$ cat src/rtl/pwm_spread_pkg.sv
package pwm_spread_pkg;

  localparam int RES_CODE_W = 3;
  localparam int SPR_W      = 2;

  typedef struct packed {
    logic [SPR_W-1:0]      spread;
    logic [RES_CODE_W-1:0] res;
    logic                  inv;
    logic                  en;
  } pwm_cfg_t;

  localparam int CFG_W = $bits(pwm_cfg_t);

endpackage

$ cat src/rtl/pwm_regs.sv
module pwm_regs
  import pwm_spread_pkg::*;
#(
  parameter int DATA_W = 16,
  parameter int DLY_W  = 8
) (
  input  logic              clk,
  input  logic              rst,
  input  logic              wr_en,
  input  logic [1:0]        wr_sel,
  input  logic [DATA_W-1:0] wr_data,
  output logic [DATA_W-1:0] duty_q,
  output pwm_cfg_t          cfg_q,
  output logic [DLY_W-1:0]  dly_q
);

  always_ff @(posedge clk) begin
    if (rst) begin
      duty_q <= '0;
      cfg_q  <= '0;
      dly_q  <= '0;
    end else if (wr_en) begin
      if (wr_sel[1])      dly_q  <= wr_data[DLY_W-1:0];
      else if (wr_sel[0]) cfg_q  <= pwm_cfg_t'(wr_data[CFG_W-1:0]);
      else                duty_q <= wr_data;
    end
  end

endmodule

$ cat src/rtl/pwm_timebase.sv
module pwm_timebase
  import pwm_spread_pkg::*;
#(
  parameter int CNT_W = 16,
  parameter int DLY_W = 8
) (
  input  logic                  clk,
  input  logic                  rst,
  input  logic                  en,
  input  logic [RES_CODE_W-1:0] res_in,
  input  logic [SPR_W-1:0]      spread_in,
  input  logic [CNT_W-1:0]      duty_in,
  input  logic [DLY_W-1:0]      dly,
  output logic                  run,
  output logic [CNT_W-1:0]      cnt,
  output logic [CNT_W-1:0]      act_duty,
  output logic [RES_CODE_W-1:0] act_res,
  output logic [SPR_W-1:0]      act_spread,
  output logic [CNT_W-1:0]      frame_mask
);

  logic [DLY_W-1:0]      wait_cnt;
  logic [RES_CODE_W-1:0] res_gap;

  // Unused top resolution bits are cleared from an all-ones mask.
  assign res_gap    = ~act_res;
  assign frame_mask = {CNT_W{1'b1}} >> res_gap;

  always_ff @(posedge clk) begin
    if (rst) begin
      run        <= 1'b0;
      wait_cnt   <= '0;
      cnt        <= '0;
      act_duty   <= '0;
      act_res    <= '0;
      act_spread <= '0;
    end else if (!en) begin
      run      <= 1'b0;
      wait_cnt <= '0;
      cnt      <= '0;
    end else if (!run) begin
      if (wait_cnt == dly) begin
        run        <= 1'b1;
        cnt        <= '0;
        act_duty   <= duty_in;
        act_res    <= res_in;
        act_spread <= spread_in;
      end else begin
        wait_cnt <= wait_cnt + 1'b1;
      end
    end else if (cnt == frame_mask) begin
      cnt        <= '0;
      act_duty   <= duty_in;
      act_res    <= res_in;
      act_spread <= spread_in;
    end else begin
      cnt <= cnt + 1'b1;
    end
  end

endmodule

$ cat src/rtl/pwm_shaper.sv
module pwm_shaper
  import pwm_spread_pkg::*;
#(
  parameter int CNT_W   = 16,
  parameter int MIN_RES = 9
) (
  input  logic                  clk,
  input  logic                  rst,
  input  logic                  en,
  input  logic                  inv,
  input  logic                  run,
  input  logic [CNT_W-1:0]      cnt,
  input  logic [CNT_W-1:0]      act_duty,
  input  logic [RES_CODE_W-1:0] act_res,
  input  logic [SPR_W-1:0]      act_spread,
  input  logic [CNT_W-1:0]      frame_mask,
  output logic                  pwm_out
);

  localparam int SH_W = $clog2(CNT_W + 1);

  logic [CNT_W-1:0] duty_eff;
  logic [CNT_W-1:0] quota;
  logic [CNT_W-1:0] rem;
  logic [CNT_W-1:0] pos;
  logic [CNT_W-1:0] slot_idx;
  logic [SH_W-1:0]  slot_sh;
  logic             bonus;
  logic [CNT_W:0]   limit;
  logic             hi;

  assign duty_eff = act_duty & frame_mask;
  assign quota    = duty_eff >> act_spread;
  assign rem      = duty_eff & ~({CNT_W{1'b1}} << act_spread);
  assign slot_sh  = SH_W'(MIN_RES) + SH_W'(act_res) - SH_W'(act_spread);
  assign slot_idx = cnt >> slot_sh;
  assign pos      = cnt & (frame_mask >> act_spread);
  assign bonus    = (slot_idx < rem);
  assign limit    = {1'b0, quota} + {{CNT_W{1'b0}}, bonus};
  assign hi       = run && ({1'b0, pos} < limit);

  always_ff @(posedge clk) begin
    if (rst)      pwm_out <= 1'b0;
    else if (!en) pwm_out <= inv;
    else          pwm_out <= hi ^ inv;
  end

endmodule

$ cat src/rtl/pwm_spread.sv
module pwm_spread
  import pwm_spread_pkg::*;
#(
  parameter int MIN_RES = 9,
  parameter int DLY_W   = 8
) (
  input  logic        clk,
  input  logic        rst,
  input  logic        wr_en,
  input  logic [1:0]  wr_sel,
  input  logic [15:0] wr_data,
  output logic        pwm_out
);

  localparam int CNT_W = MIN_RES + (2 ** RES_CODE_W) - 1;

  logic [CNT_W-1:0]      duty_q;
  pwm_cfg_t              cfg_q;
  logic [DLY_W-1:0]      dly_q;
  logic                  cfg_en;
  logic                  cfg_inv;
  logic                  run;
  logic [CNT_W-1:0]      cnt;
  logic [CNT_W-1:0]      act_duty;
  logic [RES_CODE_W-1:0] act_res;
  logic [SPR_W-1:0]      act_spread;
  logic [CNT_W-1:0]      frame_mask;

  assign cfg_en  = cfg_q.en;
  assign cfg_inv = cfg_q.inv;

  pwm_regs #(.DATA_W(CNT_W), .DLY_W(DLY_W)) u_regs (
    .clk(clk), .rst(rst), .wr_en(wr_en), .wr_sel(wr_sel),
    .wr_data(wr_data[CNT_W-1:0]),
    .duty_q(duty_q), .cfg_q(cfg_q), .dly_q(dly_q)
  );

  pwm_timebase #(.CNT_W(CNT_W), .DLY_W(DLY_W)) u_tb (
    .clk(clk), .rst(rst), .en(cfg_en), .res_in(cfg_q.res),
    .spread_in(cfg_q.spread), .duty_in(duty_q), .dly(dly_q),
    .run(run), .cnt(cnt), .act_duty(act_duty), .act_res(act_res),
    .act_spread(act_spread), .frame_mask(frame_mask)
  );

  pwm_shaper #(.CNT_W(CNT_W), .MIN_RES(MIN_RES)) u_shp (
    .clk(clk), .rst(rst), .en(cfg_en), .inv(cfg_inv), .run(run),
    .cnt(cnt), .act_duty(act_duty), .act_res(act_res),
    .act_spread(act_spread), .frame_mask(frame_mask), .pwm_out(pwm_out)
  );

endmodule

$ cat config.mk
export PLATFORM = sky130hd
export DESIGN_NAME = pwm_spread
export DESIGN_NICKNAME = d
export VERILOG_FILES = /design/src/rtl/pwm_spread_pkg.sv /design/src/rtl/pwm_regs.sv /design/src/rtl/pwm_timebase.sv /design/src/rtl/pwm_shaper.sv /design/src/rtl/pwm_spread.sv
export SDC_FILE = /design/constraint.sdc
export NUM_CORES = 1
export LEC_CHECK = 0
export CORE_MARGIN = 1.5
export CORE_UTILIZATION = 30
export DETAILED_ROUTE_END_ITERATION = 8
export DONT_BUFFER_PORTS = 1
export GPL_ROUTABILITY_DRIVEN = 1
export SYNTH_ARGS = -nofsm -noshare
export SYNTH_HDL_FRONTEND = slang
export SYNTH_HIERARCHICAL = 1
export SYNTH_SLANG_ARGS = --single-unit
$ cat constraint.sdc
create_clock -name clk -period 8.7 [get_ports clk]
set_clock_uncertainty 0.05 [all_clocks]
set_input_delay 1.74 -clock clk [delete_from_list [all_inputs] [get_ports clk]]
set_output_delay 1.74 -clock clk [all_outputs]
set_load 0.01 [all_outputs]
==> results by group <==
Run status
  – Status: complete, no violations

Clocking
  – CTS tree: built
  – Postcts setup bufs: 0
  – Clock slew at reported path FFs: 60 ps
  – Hold-fix buffers, CTS: 0
  – Resize count post-CTS: 0
  – Clk root buf: clkbuf_16
  – Worst skew pair latency: 340 ps
  – Bufs on Longest Clock Path: 2
  – Total CTS buffers: 9
  – Sink Count: 78
  – Htree depth: 3

Logic synthesis
  – Mapped Cells: 730
  – FF+latch count, synth: 78
  – Yosys cell types: 77
  – FFs w/ async S/R, synth: 0
  – Post-synth EDFFs: 0
  – Synth warn: 6
  – Post-synth top flop: dfxtp_1
  – Mean Syn Cell Area: 8.68 sq um
  – Seq/Total Area, Yosys: 0.247
  – Cell area after synthesis: 6330 sq um

Floorplan
  – Die Ht: 148 um
  – Starting Density: 0.309
  – Die W: 148 um
  – Total I/O pin count: 22
  – Cell Rows: 52
  – Die ar.: 22000 sq um
  – Core footprint: 20500 sq um

Layout
  – N_diodes: 0
  – Filler Cell Count: 2107
  – Nets: 746
  – Finished Cell Area: 6720 sq um
  – Fraction of layout cells with a size suffix above 1: 0.104
  – Footprint of the multi-input gates: 4390 sq um
  – Register area: 1560 sq um
  – Area grow syn2layout: 6.05%

STA
  – Fin. max-slew vios: 0
  – Final period utilization: 0.818
  – Slew headroom: 0.188
  – RSZ-0062 raised after global routing: false
  – Worst Tran Pin Value: 1220 ps
  – Final hold viol count: 0
  – Final Setup Violations: 0
  – F_max: 0.140 GHz
  – Setup TNS: 0 ps
  – Setup WS post-layout: 1580 ps
  – Crit path time final: 7120 ps

Power
  – Max IR drop VDD: 0.106 mV
  – Share of power burned in registers: 0.438
  – Leakage: 2.40 nW
  – Clock power frac: 0.508
  – Sw power: 175 uW
  – Comb power frac: 0.053
  – Pwr Total: 837 uW
  – Switch share: 0.209
  – PwrDens: 125 nW/um^2
  – Internal power: 662 uW

Global routing
  – Largest net degree at the start of global routing: 94
  – Initial antenna violation count: 0
  – Gr usage total: 0.131
  – Global route overflow: 0
  – Number of global-route vias before repair: 4592
  – First-pass GRT wire length: 23300 um

Setup path
  – Cell repeated most along the worst path: ha_1
  – Setup CP Type: reg2reg
  – Crit path DAT: 7300 ps
  – Data required, critical path: 8880 ps
  – Critical-path maximum fanout: 26
  – Critical path capture point type: flip-flop
  – CP max-delay cell: ha_1
  – Crit start category: flip-flop
  – CP peak stage delay: 830 ps

Routing
  – Drt first-iter violations: 330
  – WL final: 14000 um
  – Via/cell ratio: 5.09
  – Drt wl/cell: 14.4 um
  – Vias after detailed routing: 4948
  – First drt pass iteration count: 5
  – DRT antenna net count: 0
  – DRC Markers: 0

Place
  – Placement Setup Slack: 1650 ps
  – Hpwl dp: 10100 um
  – Port-buffer cells: 0
  – GP Congestion: 0.842
  – Post-DP Area: 6370 sq um

Run
  – Max-cap violation count: 0

Min path
  – HP Class: reg2reg
critical path: cells and delay by family, from the launching register on:
| kind | cells | cell delay [ps] |
|---|---|---|
| AOI/OAI and AO/OA | 15 | 2220 |
| adders and majority gates | 6 | 2180 |
| buffers and inverters | 2 | 130 |
| DFF | 1 | 600 |
| muxes | 3 | 920 |
| and+or+nand+nor | 6 | 900 |
path summary, 6_finish.rpt:
check	start	end	slack, ps	cells after the start
max	u_tb/act_res[1]	u_shp/pwm_out	1580	32
min	u_regs/duty_q[6]	u_tb/act_duty[6]	420	2
max reg2reg	u_tb/act_res[1]	u_shp/pwm_out	1580	32
min reg2reg	u_regs/duty_q[6]	u_tb/act_duty[6]	420	2
power groups by stage:
stage	logic, mW	registers [mW]	clock network [mW]
CTS	0.0438	0.367	0.437
floorplan	0.0487	0.374	0
finish	0.0447	0.367	0.425
global placement	0.0433	0.375	0
global route	0.0493	0.368	0.450
detailed placement	0.0435	0.375	0
cells by family after synthesis:
logic type | Yosys count | synth area share
AOI/OAI and AO/OA | 149 | 0.158
xor gates and xnor gates | 32 | 0.0442
adders and majority gates | 27 | 0.0545
buffers and inverters | 70 | 0.0668
DFF | 78 | 0.247
muxes | 78 | 0.158
other | 1 | 0.000592
and+or+nand+nor | 295 | 0.271
synth_stat cells, drive strengths merged, types with 2 or more instances:
cell	number	area, sq um
a2111oi	2	17.5
a211oi	12	95.1
a21bo	8	80.1
a21o	6	45.0
a21oi	38	194
a221oi	3	32.5
a22o	3	26.3
a22oi	4	40.0
a31oi	2	12.5
and2	16	100
and2b	2	16.3
and3	11	68.8
buf	37	279
clkbuf	18	87.6
dfxtp	78	1560
ha	26	325
inv	15	56.3
mux2	5	60.1
mux2i	56	561
mux4	17	383
nand2	39	146
nand2b	94	588
nand3	38	210
nand3b	9	92.6
nand4	10	62.6
nor2	34	128
nor2b	7	43.8
nor3	11	76.3
nor3b	5	53.8
nor4	7	43.8
nor4b	2	17.5
o211ai	3	22.5
o21a	7	52.6
o21ai	40	204
o21bai	2	15.0
o22ai	4	25.0
o2bb2ai	2	17.5
o311ai	3	33.8
o31ai	2	15.0
or2	4	27.5
or3	5	31.3
xnor2	10	87.6
xor2	22	193
cells in the final DEF, fill, tap and decap left out, types with 6 or more instances in the layout:
master,netlist,routed
ha_1,26,26
xor2_1,22,22
nand3_1,34,34
o21a_1,7,7
a21oi_1,37,37
and2_1,16,16
a21o_1,6,6
nor3_1,8,8
a21bo_2,6,6
o21ai_1,10,10
nor4_1,7,7
o21ai_0,29,29
mux4_2,17,17
dfxtp_1,78,77
inv_1,13,13
nand3b_1,7,7
conb_1,1,9
nand2_1,39,39
nor2_1,34,34
nand4_1,10,10
xnor2_1,10,10
and3_1,11,11
nand2b_1,94,94
a211oi_1,11,11
clkbuf_16,0,9
mux2i_1,56,56
nor2b_1,7,7
per-stage QoR:
stage,instances,hold slack (ps),utilization
6_report,973,419,0.328
5_1_grt,973,438,0.328
4_1_cts,973,421,0.328
3_5_place_dp,957,412,0.311
3_3_place_gp,957,409,0.311
2_1_floorplan,738,399,-
flip-flops by register name, summed over array words and instances (netlist names):
| register | flops |
|---|---|
| u_regs/dly_q | 8 |
| u_shp/pwm_out | 1 |
| u_tb/act_duty | 16 |
| u_tb/run | 1 |
| u_tb/act_res | 3 |
| u_tb/act_spread | 2 |
| u_regs/cfg_q | 7 |
| u_tb/cnt | 16 |
| u_regs/duty_q | 16 |
| u_tb/wait_cnt | 8 |
layout make-up:
type,instances,share of cell area
timing repair buffer,4,0.00447
multi-input combinational,590,0.653
clock buffer,12,0.0397
clock inverter,4,0.0115
inverter,15,0.00838
sequential,78,0.233
tap,270,0.0503
per-layer routing:
metal	track usage	vias up	share of wire
met5	0	-	0
met4	0.0351	0	0.0085
met2	0.204	85	0.45
met1	0.182	2300	0.50
li1	-	2553	-
met3	0.0294	10	0.040
Power figures use the tool's default switching activity.
